File: src/rtl/fsp_pkg.sv
package fsp_pkg;

    typedef struct packed {
        logic dec_short;
        logic sclk_fast;
        logic sclk_inv;
        logic fs_level;
    } fsp_cfg_t;

    // Two master cycles per bit only in the long period with a slow serial clock.
    function automatic logic fsp_half_rate(fsp_cfg_t c);
        return !c.sclk_fast && !c.dec_short;
    endfunction

endpackage

File: src/rtl/fsp_frame_timer.sv
module fsp_frame_timer #(
    parameter int WORD_BITS = 16,
    localparam int LONG_CYC = 2 * WORD_BITS,
    localparam int CNT_W = $clog2(LONG_CYC)
) (
    input  logic             clk_i,
    input  logic             rst_i,
    input  logic             dec_short_i,
    input  logic             fs_in_i,
    output logic [CNT_W-1:0] cyc_o,
    output logic             running_o,
    output logic             released_o,
    output logic             boundary_o
);
    logic [CNT_W-1:0] cyc_q;
    logic             running_q;
    logic             released_q;
    logic             fs_prev_q;
    logic [CNT_W-1:0] last_cyc;
    logic             start;

    assign last_cyc   = dec_short_i ? CNT_W'(WORD_BITS - 1) : CNT_W'(LONG_CYC - 1);
    assign start      = fs_in_i && !fs_prev_q;
    assign boundary_o = start || (running_q && (cyc_q >= last_cyc));

    always_ff @(posedge clk_i) begin
        if (rst_i) begin
            cyc_q      <= '0;
            running_q  <= 1'b0;
            released_q <= 1'b0;
            fs_prev_q  <= 1'b0;
        end else begin
            fs_prev_q <= fs_in_i;
            if (start) begin
                cyc_q      <= '0;
                running_q  <= 1'b1;
                released_q <= 1'b0;
            end else begin
                if (running_q)
                    cyc_q <= (cyc_q >= last_cyc) ? '0 : cyc_q + 1'b1;
                if (!fs_in_i)
                    released_q <= 1'b1;
            end
        end
    end

    assign cyc_o      = cyc_q;
    assign running_o  = running_q;
    assign released_o = released_q;

    AST_START_CLEARS_COUNT: assert property (@(posedge clk_i) disable iff (rst_i)
        start |=> (running_q && cyc_q == '0));
    AST_COUNT_STEPS: assert property (@(posedge clk_i) disable iff (rst_i)
        (running_q && !start && cyc_q < last_cyc) |=> (cyc_q == $past(cyc_q) + 1'b1));
    AST_RELEASE_AFTER_LOW: assert property (@(posedge clk_i) disable iff (rst_i)
        $rose(released_q) |-> !$past(fs_in_i));

endmodule

File: src/rtl/fsp_word_store.sv
module fsp_word_store #(
    parameter int WORD_BITS = 16
) (
    input  logic                 clk_i,
    input  logic                 rst_i,
    input  logic [WORD_BITS-1:0] sample_i,
    input  logic                 load_i,
    input  logic                 boundary_i,
    output logic [WORD_BITS-1:0] word_o
);
    logic [WORD_BITS-1:0] hold_q;
    logic [WORD_BITS-1:0] word_q;

    always_ff @(posedge clk_i) begin
        if (rst_i) begin
            hold_q <= '0;
            word_q <= '0;
        end else begin
            if (load_i)
                hold_q <= sample_i;
            if (boundary_i)
                word_q <= hold_q;
        end
    end

    assign word_o = word_q;

endmodule

File: src/rtl/fsp_serializer.sv
module fsp_serializer
    import fsp_pkg::*;
#(
    parameter int WORD_BITS = 16,
    localparam int CNT_W = $clog2(2 * WORD_BITS),
    localparam int BIT_W = $clog2(WORD_BITS)
) (
    input  logic                 clk_i,
    input  logic                 rst_i,
    input  fsp_cfg_t             cfg_i,
    input  logic [CNT_W-1:0]     cyc_i,
    input  logic                 running_i,
    input  logic [WORD_BITS-1:0] word_i,
    input  logic                 released_i,
    input  logic                 fs_in_i,
    input  logic                 drive_en_i,
    output logic                 sclk_o,
    output logic                 sdata_o,
    output logic                 oe_o,
    output logic                 fs_out_o
);
    logic             half;
    logic             active;
    logic [CNT_W-1:0] bit_idx;
    logic [BIT_W-1:0] bit_pos;
    logic             last_bit;
    logic             fs_gate;

    assign half     = fsp_half_rate(cfg_i);
    assign bit_idx  = half ? (cyc_i >> 1) : cyc_i;
    assign active   = running_i && (half || (cyc_i < CNT_W'(WORD_BITS)));
    assign bit_pos  = BIT_W'(WORD_BITS - 1) - bit_idx[BIT_W-1:0];
    assign last_bit = (bit_idx[BIT_W-1:0] == '1);
    assign fs_gate  = released_i || !fs_in_i;

    assign sclk_o   = half ? (!cyc_i[0] ^ cfg_i.sclk_inv) : (clk_i ^ cfg_i.sclk_inv);
    assign sdata_o  = active && word_i[bit_pos];
    assign oe_o     = active && drive_en_i;
    assign fs_out_o = active && fs_gate && (cfg_i.fs_level || last_bit);

    AST_OE_NEEDS_ENABLE: assert property (@(posedge clk_i) disable iff (rst_i)
        oe_o |-> drive_en_i);
    AST_NO_DATA_IDLE: assert property (@(posedge clk_i) disable iff (rst_i)
        !running_i |-> (!sdata_o && !oe_o && !fs_out_o));

endmodule

File: src/rtl/fsp_serial_port.sv
module fsp_serial_port
    import fsp_pkg::*;
#(
    parameter int WORD_BITS = 16,
    localparam int CNT_W = $clog2(2 * WORD_BITS)
) (
    input  logic                 clk_i,
    input  logic                 rst_i,
    input  logic [WORD_BITS-1:0] sample_i,
    input  logic                 sample_load_i,
    input  logic                 fs_in_i,
    input  logic                 drive_en_i,
    input  logic                 cfg_dec_short_i,
    input  logic                 cfg_sclk_fast_i,
    input  logic                 cfg_sclk_inv_i,
    input  logic                 cfg_fs_level_i,
    output logic                 sclk_o,
    output logic                 sdata_o,
    output logic                 sdata_oe_o,
    output logic                 fs_out_o
);
    fsp_cfg_t             cfg;
    logic [CNT_W-1:0]     cyc;
    logic                 running;
    logic                 released;
    logic                 boundary;
    logic [WORD_BITS-1:0] word;

    assign cfg = '{dec_short: cfg_dec_short_i, sclk_fast: cfg_sclk_fast_i,
                   sclk_inv: cfg_sclk_inv_i, fs_level: cfg_fs_level_i};

    fsp_frame_timer #(.WORD_BITS(WORD_BITS)) i_timer (
        .clk_i       (clk_i),
        .rst_i       (rst_i),
        .dec_short_i (cfg_dec_short_i),
        .fs_in_i     (fs_in_i),
        .cyc_o       (cyc),
        .running_o   (running),
        .released_o  (released),
        .boundary_o  (boundary)
    );

    fsp_word_store #(.WORD_BITS(WORD_BITS)) i_store (
        .clk_i      (clk_i),
        .rst_i      (rst_i),
        .sample_i   (sample_i),
        .load_i     (sample_load_i),
        .boundary_i (boundary),
        .word_o     (word)
    );

    fsp_serializer #(.WORD_BITS(WORD_BITS)) i_ser (
        .clk_i      (clk_i),
        .rst_i      (rst_i),
        .cfg_i      (cfg),
        .cyc_i      (cyc),
        .running_i  (running),
        .word_i     (word),
        .released_i (released),
        .fs_in_i    (fs_in_i),
        .drive_en_i (drive_en_i),
        .sclk_o     (sclk_o),
        .sdata_o    (sdata_o),
        .oe_o       (sdata_oe_o),
        .fs_out_o   (fs_out_o)
    );

    AST_WORD_HELD_MIDWORD: assert property (@(posedge clk_i) disable iff (rst_i)
        (running && !boundary) |=> $stable(word));
    AST_FS_HELD_QUIET: assert property (@(posedge clk_i) disable iff (rst_i)
        (fs_in_i && !released) |-> !fs_out_o);

endmodule

File: config.mk
export PLATFORM = sky130hd
export DESIGN_NAME = fsp_serial_port
export DESIGN_NICKNAME = d
export VERILOG_FILES = /design/src/rtl/fsp_pkg.sv /design/src/rtl/fsp_frame_timer.sv /design/src/rtl/fsp_word_store.sv /design/src/rtl/fsp_serializer.sv /design/src/rtl/fsp_serial_port.sv
export SDC_FILE = /design/constraint.sdc
export NUM_CORES = 1
export LEC_CHECK = 0
export BUFFER_PORTS_ARGS = -buffer_cell sky130_fd_sc_hd__clkbuf_2
export CAP_MARGIN = 20
export CORE_UTILIZATION = 50
export CTS_CLUSTER_SIZE = 25
export DETAILED_ROUTE_END_ITERATION = 7
export MAX_ROUTING_LAYER = met4
export PLACE_DENSITY = 0.72
export SLEW_MARGIN = 20
export SYNTH_ARGS = -nofsm -noshare
export SYNTH_HDL_FRONTEND = slang
export SYNTH_SLANG_ARGS = --single-unit
File: constraint.sdc
create_clock -name clk_i -period 3.8 [get_ports clk_i]
set_input_delay 1.14 -clock clk_i [delete_from_list [all_inputs] [get_ports clk_i]]
set_output_delay 1.14 -clock clk_i [all_outputs]
set_load 0.05 [all_outputs]
* Yosys cells after proc, flatten, opt, wreduce, memory -nomap -nowiden
Cells that the tools add are included.
W data, S select, Z words.
** Cells by class
- Reductions and logical operators :: 18
- Bitwise operators :: 2
- Add/sub/neg operators :: 2
- Muxes and demuxes :: 6
- Equal/unequal tests :: 1
- $lt $le $gt $ge :: 3
** Operator list (number)
- $mux W5 :: 2
- $logic_and A1 B1 Y1 :: 8
- $add A5 B1 Y5 const B :: 1
- $ge A5 B5 Y1 :: 1
- $logic_not A1 Y1 :: 5
- $lt A4 B5 Y1 const B :: 1
- $lt A5 B5 Y1 const B :: 1
- $bmux W1 S4 :: 1
- $eq A4 B4 Y1 const B :: 1
- $logic_or A1 B1 Y1 :: 4
- $mux W4 :: 1
- $sub A4 B4 Y4 const A :: 1
- $mux W1 :: 2
- $reduce_or A2 Y1 :: 1
- $xor A1 B1 Y1 :: 2
** Word-level totals
- Output and inout port bits :: 4
- Register bits after elaboration :: 40
- Word-level logic and storage cells :: 38

* Depth between registers and ports, before layout
Gate-level depths: netlist of the first run.
- Word-level depth :: 7
- Gate-level depth with buffers :: 7
- Mapped depth without buffers :: 6

* Hierarchy
A second synthesis of the first run with hierarchy kept.
** Second synthesis, totals
- Cells, all modules :: 208
- Area total of the unflattened synthesis :: 1950.6 µm²
** By module, submodules not included
- fsp_word_store :: times used 1, area each 1157.4 µm², sequential area each 640.6 µm², cells each 103
- fsp_frame_timer :: times used 1, area each 396.6 µm², sequential area each 160.2 µm², cells each 46
- fsp_serializer :: times used 1, area each 396.6 µm², sequential area each 0.0 µm², cells each 59

==> tab_implementation.tex, run 1 <==
\begin{tabular}{lr}
\hline
Metric & Value \\
\hline
\multicolumn{2}{l}{\textbf{Run status}} \\
Result of the run & completed \\
\multicolumn{2}{l}{\textbf{Yosys}} \\
Post-synthesis cell count & 202 \\
Net Count, Synth & 229 \\
Portion of synthesized cell area occupied by the leading cell type & 0.428 \\
Biggest area contributors in the synthesized netlist & dfxtp\_1 (43\%), mux2i\_1 (19\%), nor2\_1 (8.0\%) \\
Number of enable-type register cells in the synthesized netlist & 0 \\
Number of register bits inferred by synthesis & 40 \\
Cell taking the most area after synthesis & dfxtp\_1 \\
Share of synthesized registers carrying an async set or reset & 0 \\
Yosys warnings & 0 \\
Portion of the post-synthesis area used by sequential elements & 0.428 \\
Average footprint of a synthesized cell & 9.25 µm² \\
Synth top cells by count & dfxtp\_1 (40), nor2\_1 (40), mux2i\_1 (35) \\
Commonest register cell after synthesis & dfxtp\_1 \\
Distinct cells, synth & 37 \\
Synthesized area & 1870 µm² \\
\multicolumn{2}{l}{\textbf{Worst setup path}} \\
Crit Reg-Reg Endpoint & i\_store.word\_o[0] \\
Worst path buffer plus inverter count & 3 \\
Worst Setup SP & cfg\_dec\_short\_i \\
Worst-case reg-to-reg path depth & 7 \\
Launch instance of the worst register-to-register path & i\_timer.cyc\_o[4] \\
Worst endpoint data arrival time & 2.62 ns \\
Destination of the critical timing path & sdata\_o \\
Cell chain of the critical path & clkbuf\_4 > buf\_4 > or2\_2 > nor2\_2 > nand2\_2 > a221oi\_4 > nor4\_4 > clkbuf\_8 \\
Data required time at the worst endpoint & 2.66 ns \\
Critical path peak fanout & 8 \\
Reg-to-reg setup timing slack & 1.90 ns \\
Type of destination of the critical path & primary output \\
Crit path max-delay cell type & a221oi\_4 \\
Startpoint-to-endpoint class of the critical path & input pin to primary output \\
Crit. path cell count & 8 \\
Setup crit start kind & input pin \\
Cell family with most CP delay & simple AND/OR/NAND/NOR gates \\
Slowest stage delay, CP & 0.37 ns \\
\multicolumn{2}{l}{\textbf{Final layout}} \\
Seq. cell area & 801 µm² \\
Fraction of final layout cells with drive strength greater than 1 & 0.315 \\
Filler instances & 292 \\
Diodes inserted & 0 \\
Final \#Nets & 267 \\
Synthesis-to-layout area growth & 28.0\% \\
Total area of multi-input combinational cells & 1090 µm² \\
\multicolumn{2}{l}{\textbf{STA}} \\
Relative slew margins & 0.479 \\
Final critical-path share of the clock period & 0.991 \\
Max Fclk & 266 MHz \\
Slack of the critical path & 0.0357 ns \\
Final-report max-slew violation count & 0 \\
Count of final setup violators & 0 \\
Setup skew after layout & 0.0106 ns \\
Worst-Margin Slew & 0.782 ns \\
TNS Setup & 0 ns \\
Final Hold Fails & 0 \\
Clock period minus worst slack & 3.76 ns \\
\multicolumn{2}{l}{\textbf{CTS}} \\
TritonCTS clock tree & done \\
Clock Latency Late Sink & 0.40 ns \\
Post-CTS clock slew at the launch and capture registers of the worst setup and hold paths & 0.07 ns \\
\multicolumn{2}{l}{\textbf{Worst hold path}} \\
Worst min path class & register to register \\
\multicolumn{2}{l}{\textbf{Power}} \\
Internal power & 0.000775 W \\
Switching share of total power & 0.256 \\
Net switching power of the design & 0.000267 W \\
Overall power & 0.00104 W \\
Pwr/cell area & 435 nW/µm² \\
Proportion of power drawn by the clock network & 0.466 \\
Worst-case vdd ir drop & 0.000361 V \\
Combinational share of power & 0.101 \\
Leakage component of the power & 1.04 nW \\
Sequential power share & 0.433 \\
\multicolumn{2}{l}{\textbf{Detailed routing}} \\
Detailed-router iteration count before antenna repair & 4 \\
Post-route antenna net violation count & 0 \\
Routed wire length & 4120 µm \\
Vias per cell & 5.37 \\
Number of design rule violations left after detail routing & 0 \\
Number of DRC markers after the initial detailed-route iteration & 115 \\
Vias & 1541 \\
Routed len/inst & 14.4 µm \\
\multicolumn{2}{l}{\textbf{Die}} \\
Height of the die & 63.1 µm \\
DIE WIDTH & 63.1 µm \\
I/O pins & 29 \\
Core box area & 3470 µm² \\
Die footprint & 3990 µm² \\
Number of placement rows & 21 \\
Effective utilization at floorplan & 0.539 \\
\multicolumn{2}{l}{\textbf{Placed design}} \\
Final RePlAce weighted congestion & 0.946 \\
Number of port buffers & 28 \\
Half-perimeter wire length after placement & 2900 µm \\
Worst slack, placed & -0.0819 ns \\
\multicolumn{2}{l}{\textbf{Global route}} \\
Gr ovfl total & 0 \\
Pin count of the biggest net entering global routing & 41 \\
Antenna violations before repair & 0 \\
Wire length of the first global-routing pass & 6870 µm \\
Number of global-route vias before repair & 1489 \\
All-layer global routing usage & 0.237 \\
\multicolumn{2}{l}{\textbf{Flow run}} \\
Max Cap Viol & 0 \\
\hline
\end{tabular}
## registers in the layout, indices dropped and copies added, names as in the netlist
name,count
i_timer.fs_prev_q,1
i_store.word_o,16
i_timer.running_o,1
i_store.hold_q,16
i_timer.cyc_o,5
i_timer.released_o,1
## worst min-delay path by stage
stage,start,to,cells after the start
floorplan,i_store.word_o[5],i_store.word_o[5],2
global placement,i_store.hold_q[1],i_store.word_o[1],2
detailed placement,i_store.hold_q[10],i_store.word_o[10],2
CTS,i_store.hold_q[10],i_store.word_o[10],2
global route,i_store.word_o[13],i_store.word_o[13],2
finish,i_store.hold_q[10],i_store.word_o[10],2
## metal layers
layer  GRT usage  up-vias  wire length (µm)
met1       0.262      723              1860
li1            -      775                 -
met2       0.363       32              1980
met3      0.0924       11               166
met4       0.131        0               114
met5           -        -                 0
## through the flow
step | hold WS (ns) | instances | instance area, µm² | utilization
after global routing | 0.518 | 287 | 2390 | 0.690
after floorplan | 0.456 | 202 | 1900 | -
after global placement | 0.470 | 275 | 2130 | 0.615
after detailed placement | 0.479 | 275 | 2130 | 0.615
after CTS | 0.497 | 286 | 2330 | 0.671
final | 0.492 | 287 | 2390 | 0.690
## placed cells by master, fill, tap and decap left out, types with 2 or more instances in the layout
cell type | netlist | final
dfxtp_1 | 40 | 40
nor2_1 | 40 | 39
mux2i_1 | 35 | 35
clkbuf_2 | 0 | 23
buf_4 | 0 | 13
clkbuf_8 | 0 | 10
nand3_1 | 5 | 5
nand2_1 | 7 | 5
o21ai_0 | 4 | 4
nand4_1 | 4 | 4
nor3b_1 | 6 | 4
a21oi_2 | 0 | 3
xnor2_1 | 3 | 3
inv_1 | 3 | 3
nor3_1 | 3 | 3
a21oi_1 | 7 | 3
o21bai_1 | 3 | 3
nor2b_1 | 3 | 3
or3b_4 | 1 | 2
nand2_2 | 0 | 2
xor2_1 | 2 | 2
ha_1 | 2 | 2
clkbuf_4 | 0 | 2
buf_6 | 1 | 2
## worst register-to-register path: cells and delay by family, from the launching register on
family	cells	cell delay, ns
compound gates	2	0.26
fa+ha+maj	1	0.30
buf+inv	1	0.33
flops	1	0.49
mux	1	0.25
simple gates	2	0.15
## cells by family after synthesis
kind of cell / synth area share
multiplexers: 0.193
adder cells (fa/ha/maj): 0.0134
AND/OR/NAND/NOR: 0.202
buffers and inverters: 0.0435
AO/OA/AOI/OAI: 0.0957
XOR/XNOR: 0.0234
flip-flops: 0.428
## power groups by stage
stage	Sequential [W]	Clock [W]	Combinational [W]
2_1_floorplan	0.000453	0.0000389	0.0000717
3_3_place_gp	0.000459	0.0000456	0.0000938
3_5_place_dp	0.000461	0.0000456	0.0000980
4_1_cts	0.000451	0.000488	0.000100
5_1_grt	0.000453	0.000515	0.000115
6_report	0.000451	0.000485	0.000105
## cell type report
cell class                      instances  share of cell area
Clock buffer                            9              0.0518
Clock inverter                          3              0.0178
Inverter                                3             0.00471
Multi-Input combinational cell        144               0.454
Sequential cell                        40               0.335
Tap cell                               46              0.0241
Timing Repair Buffer                   42               0.112
## repair_timing
item | CTS | global route
hold buffers | 0 | 0
endpoints found under the setup margin | 2 | 3
setup buffers | 0 | 1
pin swaps | 1 | 8
resized for setup | 8 | 19
(Power assumes the default switching activity.)
==> inputs of run 2 (changes only) <==
clock period = 4.8 ns   (was 3.8 ns; I/O delays follow)
==> tab_implementation.tex, run 2 (synthesis gave the netlist of run 1 again) <==
\begin{tabular}{lr}
\hline
Metric & Value \\
\hline
\multicolumn{2}{l}{\textbf{Worst setup path}} \\
Worst endpoint data arrival time & 3.21 ns (+0.59 ns) \\
Critical path peak fanout & 2 (-6) \\
Slowest stage delay, CP & 0.29 ns (-0.08 ns) \\
Launch instance of the worst register-to-register path & i\_timer.cyc\_o[1] \\
Destination of the critical timing path & sclk\_o \\
Reg-to-reg setup timing slack & 2.77 ns (+0.87 ns) \\
Startpoint-to-endpoint class of the critical path & clock port to primary output \\
Worst-case reg-to-reg path depth & 7 (unchanged) \\
Data required time at the worst endpoint & 3.36 ns (+0.70 ns) \\
Setup crit start kind & clock port \\
Worst Setup SP & clk\_i \\
Cell family with most CP delay & buffers and inverters \\
Crit Reg-Reg Endpoint & i\_store.word\_o[5] \\
Crit path max-delay cell type & clkbuf\_2 \\
Worst path buffer plus inverter count & 3 (unchanged) \\
Most used cell along the critical path & clkbuf\_8 \\
Crit. path cell count & 5 (-3) \\
Type of destination of the critical path & primary output \\
Cell chain of the critical path & clkbuf\_8 > clkbuf\_8 > a21oi\_1 > xnor2\_1 > clkbuf\_2 \\
\multicolumn{2}{l}{\textbf{STA}} \\
Worst-Margin Slew & 0.770 ns (-0.0122 ns) \\
Final-report max-slew violation count & 0 (unchanged) \\
Slack of the critical path & 0.145 ns (+0.110 ns) \\
Count of final setup violators & 0 (unchanged) \\
Relative slew margins & 0.487 (+0.00816) \\
TNS Setup & 0 ns (unchanged) \\
Final Hold Fails & 0 (unchanged) \\
Unrepaired setup endpoints after global routing & no \\
Setup skew after layout & 0.00452 ns (-0.00608 ns) \\
\multicolumn{2}{l}{\textbf{Final layout}} \\
Finished Layout Cells & 272 (-5.2\%) \\
Most used cells in the layout excluding fill and tap cells & nor2\_1 (40), dfxtp\_1 (40), mux2i\_1 (35), clkbuf\_2 (28), clkbuf\_8 (10) \\
Diodes inserted & 0 (unchanged) \\
Synthesis-to-layout area growth & 15.1\% \\
Cell area after layout & 2150 µm² (-10\%) \\
Fraction of final layout cells with drive strength greater than 1 & 0.221 (-0.0941) \\
Total area of multi-input combinational cells & 996 µm² (-8.4\%) \\
Final \#Nets & 253 (-5.2\%) \\
Seq. cell area & 801 µm² (unchanged) \\
Filler instances & 326 (+12\%) \\
Final core area utilization & 0.620 (-0.0696) \\
\multicolumn{2}{l}{\textbf{Placed design}} \\
Worst slack, placed & 0.275 ns (+0.357 ns) \\
Half-perimeter wire length after placement & 2420 µm (-17\%) \\
Cell total after placement & 262 (-4.7\%) \\
Final RePlAce weighted congestion & 0.857 (-9.5\%) \\
Number of port buffers & 28 (unchanged) \\
Area after detailed placement & 2010 µm² (-5.6\%) \\
\multicolumn{2}{l}{\textbf{Die}} \\
DIE WIDTH & 63.1 µm (unchanged) \\
Height of the die & 63.1 µm (unchanged) \\
Effective utilization at floorplan & 0.539 (unchanged) \\
I/O pins & 29 (unchanged) \\
Die footprint & 3990 µm² (unchanged) \\
Core box area & 3470 µm² (unchanged) \\
Number of placement rows & 21 (unchanged) \\
\multicolumn{2}{l}{\textbf{Power}} \\
Worst-case vdd ir drop & 0.000242 V (-33\%) \\
Pwr/cell area & 353 nW/µm² (-19\%) \\
Leakage component of the power & 0.939 nW (-9.4\%) \\
\multicolumn{2}{l}{\textbf{Global route}} \\
All-layer global routing usage & 0.206 (-0.0303) \\
Antenna violations before repair & 0 (unchanged) \\
Pin count of the biggest net entering global routing & 41 (unchanged) \\
Wire length of the first global-routing pass & 6070 µm (-12\%) \\
Gr ovfl total & 0 (unchanged) \\
Number of global-route vias before repair & 1336 (-10\%) \\
\multicolumn{2}{l}{\textbf{Detailed routing}} \\
Vias per cell & 5.45 (+1.5\%) \\
Vias & 1482 (-3.8\%) \\
Routed wire length & 3520 µm (-15\%) \\
Routed len/inst & 12.9 µm (-9.8\%) \\
Number of design rule violations left after detail routing & 0 (unchanged) \\
Post-route antenna net violation count & 0 (unchanged) \\
Number of DRC markers after the initial detailed-route iteration & 108 (-6.1\%) \\
Detailed-router iteration count before antenna repair & 4 (unchanged) \\
\multicolumn{2}{l}{\textbf{Worst hold path}} \\
Hold path startpoint & i\_store.hold\_q[1] \\
Worst min path class & register to register \\
\multicolumn{2}{l}{\textbf{CTS}} \\
CTS Hold Buffers Added & 0 (unchanged) \\
TritonCTS clock tree & done \\
Post-CTS clock slew at the launch and capture registers of the worst setup and hold paths & 0.07 ns (about the same) \\
Cts repair resizes & 0 (-8) \\
Clock Latency Late Sink & 0.39 ns (about the same) \\
Buffers inserted during post-CTS setup optimization & 0 (unchanged) \\
\multicolumn{2}{l}{\textbf{Run status}} \\
Result of the run & completed \\
\multicolumn{2}{l}{\textbf{Flow run}} \\
Max Cap Viol & 0 (unchanged) \\
\hline
\end{tabular}
-- run 2: cell types whose count changed in the layout (fill, tap and decap cells not counted), sizes merged --
| cell | delta |
|---|---|
| clkbuf | +3 |
| clkinvlp | -1 |
| clkinv | -1 |
| buf | -15 |
| bufinv | -1 |
-- run 2: worst min path at each step --
stage	slack, ns	end	cells past startpoint
finish	0.49	i_store.word_o[1]	2
detailed placement	0.48	i_store.word_o[7]	2
CTS	0.50	i_store.word_o[12]	2
global route	0.52	i_store.hold_q[1]	2
global placement	0.47	i_store.word_o[11]	2
floorplan	0.46	i_store.word_o[5]	2
-- run 2: worst min-delay path, delay by kind of cell, from the launching register on --
family	cells	cell delay [ns]
flip-flops	1	0.33
AND/OR/NAND/NOR	1	0.07
multiplexers	1	0.06
-- run 2: final cells by class --
type / count / area share
Clock buffer: 11 / 0.0663
Inverter: 3 / 0.00524
Multi-Input combinational cell: 144 / 0.463
Sequential cell: 40 / 0.372
Tap cell: 46 / 0.0268
Timing Repair Buffer: 28 / 0.0663
-- run 2: per-layer routing --
layer | global-route usage | vias up | part of all wire
met5 | - | - | 0
met4 | 0.0901 | 0 | 0.013
met1 | 0.252 | 692 | 0.48
met2 | 0.290 | 35 | 0.46
met3 | 0.0924 | 7 | 0.049
li1 | - | 748 | -
-- run 2: power by group --
group          internal (W)  switching (W)  total [W]
combinational     0.0000311      0.0000369  0.0000680
sequential         0.000347      0.0000101   0.000357
clock              0.000190       0.000144   0.000334
total              0.000568       0.000191   0.000759
-- run 2: through the flow --
step	total power [W]	hold WS (ns)
floorplan	0.000445	0.456
global placement	0.000468	0.470
detailed placement	0.000469	0.482
CTS	0.000767	0.499
global route	0.000794	0.518
finish	0.000759	0.492
==> inputs of run 3 (changes only) <==
PLACE_DENSITY = 0.74   (was 0.72)
clock period = 4 ns   (was 4.8 ns; I/O delays follow)
==> tab_implementation.tex, run 3 (synthesis gave the netlist of run 1 again) <==
\begin{tabular}{lr}
\hline
Metric & Value \\
\hline
\multicolumn{2}{l}{\textbf{Run status}} \\
Result of the run & completed \\
\multicolumn{2}{l}{\textbf{Power}} \\
Net switching power of the design & 0.000241 W (+26\%) \\
Switching share of total power & 0.245 (-0.00677) \\
Sequential power share & 0.436 (-0.034) \\
Internal power & 0.000740 W (+30\%) \\
Proportion of power drawn by the clock network & 0.474 (+0.034) \\
Leakage component of the power & 1.00 nW (+6.8\%) \\
Combinational share of power & 0.090 (about the same) \\
Worst-case vdd ir drop & 0.000335 V (+38\%) \\
Pwr/cell area & 430 nW/µm² (+22\%) \\
Overall power & 0.000981 W (+29\%) \\
\multicolumn{2}{l}{\textbf{CTS}} \\
TritonCTS clock tree & done \\
Buffers inserted during post-CTS setup optimization & 0 (unchanged) \\
Clock Latency Late Sink & 0.40 ns (about the same) \\
Post-CTS clock slew at the launch and capture registers of the worst setup and hold paths & 0.07 ns (about the same) \\
\multicolumn{2}{l}{\textbf{STA}} \\
Relative slew margins & 0.485 (-0.00191) \\
Max Fclk & 254 MHz \\
Setup skew after layout & 0.0104 ns (+0.00585 ns) \\
Unrepaired setup endpoints after global routing & no \\
Count of final setup violators & 0 (unchanged) \\
Final-layout worst hold slack & 0.494 ns (+0.00219 ns) \\
Slack of the critical path & 0.0691 ns (-0.0762 ns) \\
Worst-Margin Slew & 0.773 ns (+0.00287 ns) \\
Final critical-path share of the clock period & 0.983 \\
Final-report max-slew violation count & 0 (unchanged) \\
Clock period minus worst slack & 3.93 ns \\
Final Hold Fails & 0 (unchanged) \\
\multicolumn{2}{l}{\textbf{Final layout}} \\
Final core area utilization & 0.658 (+0.0379) \\
Diodes inserted & 0 (unchanged) \\
Fraction of final layout cells with drive strength greater than 1 & 0.263 (+0.0415) \\
Filler instances & 306 (-6.1\%) \\
Finished Layout Cells & 282 (+3.7\%) \\
Most used cells in the layout excluding fill and tap cells & nor2\_1 (40), dfxtp\_1 (40), mux2i\_1 (35), clkbuf\_2 (25), buf\_4 (12) \\
Final \#Nets & 262 (+3.6\%) \\
Synthesis-to-layout area growth & 22.1\% \\
\multicolumn{2}{l}{\textbf{Worst setup path}} \\
Destination of the critical timing path & sdata\_o \\
Reg-to-reg setup timing slack & 1.80 ns (-0.97 ns) \\
Worst-case reg-to-reg path depth & 7 (unchanged) \\
Launch instance of the worst register-to-register path & i\_timer.cyc\_o[0] \\
Setup crit start kind & input pin \\
Type of destination of the critical path & primary output \\
Crit Reg-Reg Endpoint & i\_store.word\_o[5] \\
Worst Setup SP & cfg\_dec\_short\_i \\
Data required time at the worst endpoint & 2.80 ns (-0.56 ns) \\
Startpoint-to-endpoint class of the critical path & input pin to primary output \\
Critical path peak fanout & 11 (+9) \\
Worst endpoint data arrival time & 2.73 ns (-0.48 ns) \\
\multicolumn{2}{l}{\textbf{Die}} \\
Die footprint & 3990 µm² (unchanged) \\
Core box area & 3470 µm² (unchanged) \\
Number of placement rows & 21 (unchanged) \\
I/O pins & 29 (unchanged) \\
Height of the die & 63.1 µm (unchanged) \\
DIE WIDTH & 63.1 µm (unchanged) \\
Effective utilization at floorplan & 0.539 (unchanged) \\
\multicolumn{2}{l}{\textbf{Placed design}} \\
Cell total after placement & 271 (+3.4\%) \\
Half-perimeter wire length after placement & 2520 µm (+4.0\%) \\
Number of port buffers & 28 (unchanged) \\
Worst slack, placed & -0.0290 ns (-0.304 ns) \\
Final RePlAce weighted congestion & 0.868 (+1.3\%) \\
\multicolumn{2}{l}{\textbf{Detailed routing}} \\
Vias & 1480 (-0.13\%) \\
Routed len/inst & 12.5 µm (-3.2\%) \\
Number of DRC markers after the initial detailed-route iteration & 99 (-8.3\%) \\
Post-route antenna net violation count & 0 (unchanged) \\
Detailed-router iteration count before antenna repair & 4 (unchanged) \\
Routed wire length & 3530 µm (+0.31\%) \\
Number of design rule violations left after detail routing & 0 (unchanged) \\
Vias per cell & 5.25 (-3.7\%) \\
\multicolumn{2}{l}{\textbf{Global route}} \\
Number of global-route vias before repair & 1378 (+3.1\%) \\
Antenna violations before repair & 0 (unchanged) \\
Pin count of the biggest net entering global routing & 41 (unchanged) \\
Wire length of the first global-routing pass & 6110 µm (+0.56\%) \\
Gr ovfl total & 0 (unchanged) \\
All-layer global routing usage & 0.206 (-0.000871) \\
\multicolumn{2}{l}{\textbf{Worst hold path}} \\
Worst min path class & register to register \\
\multicolumn{2}{l}{\textbf{Flow run}} \\
Max Cap Viol & 0 (unchanged) \\
\hline
\end{tabular}
[run 3: cell count changes in the layout (fill, tap and decap cells not counted), sizes merged]
cell and change:
clkinv +1, buf +12, bufinv +1, clkbuf -4
[run 3: metrics by stage]
step / TNS, ns / instance area, µm²
floorplan: 0 / 1880
global placement: 0 / 2090
detailed placement: -0.0290 / 2090
CTS: 0 / 2260
global route: 0 / 2280
finish: 0 / 2280
[run 3: worst min path at each step]
stage                                  from  cells after the start  slack (ns)                 to
after floorplan           i_store.word_o[5]                      2        0.46  i_store.word_o[5]
after global placement    i_store.hold_q[6]                      2        0.47  i_store.word_o[6]
after detailed placement  i_store.hold_q[0]                      2        0.48  i_store.hold_q[0]
after CTS                 i_store.hold_q[0]                      2        0.50  i_store.hold_q[0]
after global routing      i_store.hold_q[0]                      2        0.51  i_store.hold_q[0]
final                     i_store.hold_q[0]                      2        0.49  i_store.hold_q[0]
[run 3: worst max-delay path: stages]
cell and delay [ns]:
clkbuf_2 0.17, or3b_2 0.50, a32oi_2 0.19, nand2_1 0.11, a221oi_4 0.28, nor4_4 0.07
buf_4 0.21
[run 3: timing repair]
item                       CTS  global route
pin swaps                    1             0
resized for setup            2             7
hold buffers                 0             0
setup endpoints to repair    2             3
[run 3: layout make-up]
cell class | instances | area, µm² | share of cell area
multi-input cells | 144 | 1030 | 0.451
well taps | 46 | 57.6 | 0.0252
repair buffers | 37 | 213 | 0.0932
inverters | 3 | 11.3 | 0.00493
clock inverters | 2 | 38.8 | 0.0170
clock buffers | 10 | 131 | 0.0576
flip-flops and latches | 40 | 801 | 0.351
[run 3: routing by layer]
metal / track usage / wire (µm)
met4: 0.0901 / 27
met2: 0.288 / 1640
met5: - / 0
met3: 0.0870 / 166
met1: 0.255 / 1700
[run 3: power groups by stage]
stage,clock [W],sequential (W),combinational [W]
2_1_floorplan,0.0000370,0.000431,0.0000666
3_3_place_gp,0.0000434,0.000437,0.0000856
3_5_place_dp,0.0000434,0.000437,0.0000872
5_1_grt,0.000501,0.000430,0.0000977
4_1_cts,0.000475,0.000428,0.0000877
6_report,0.000466,0.000428,0.0000878
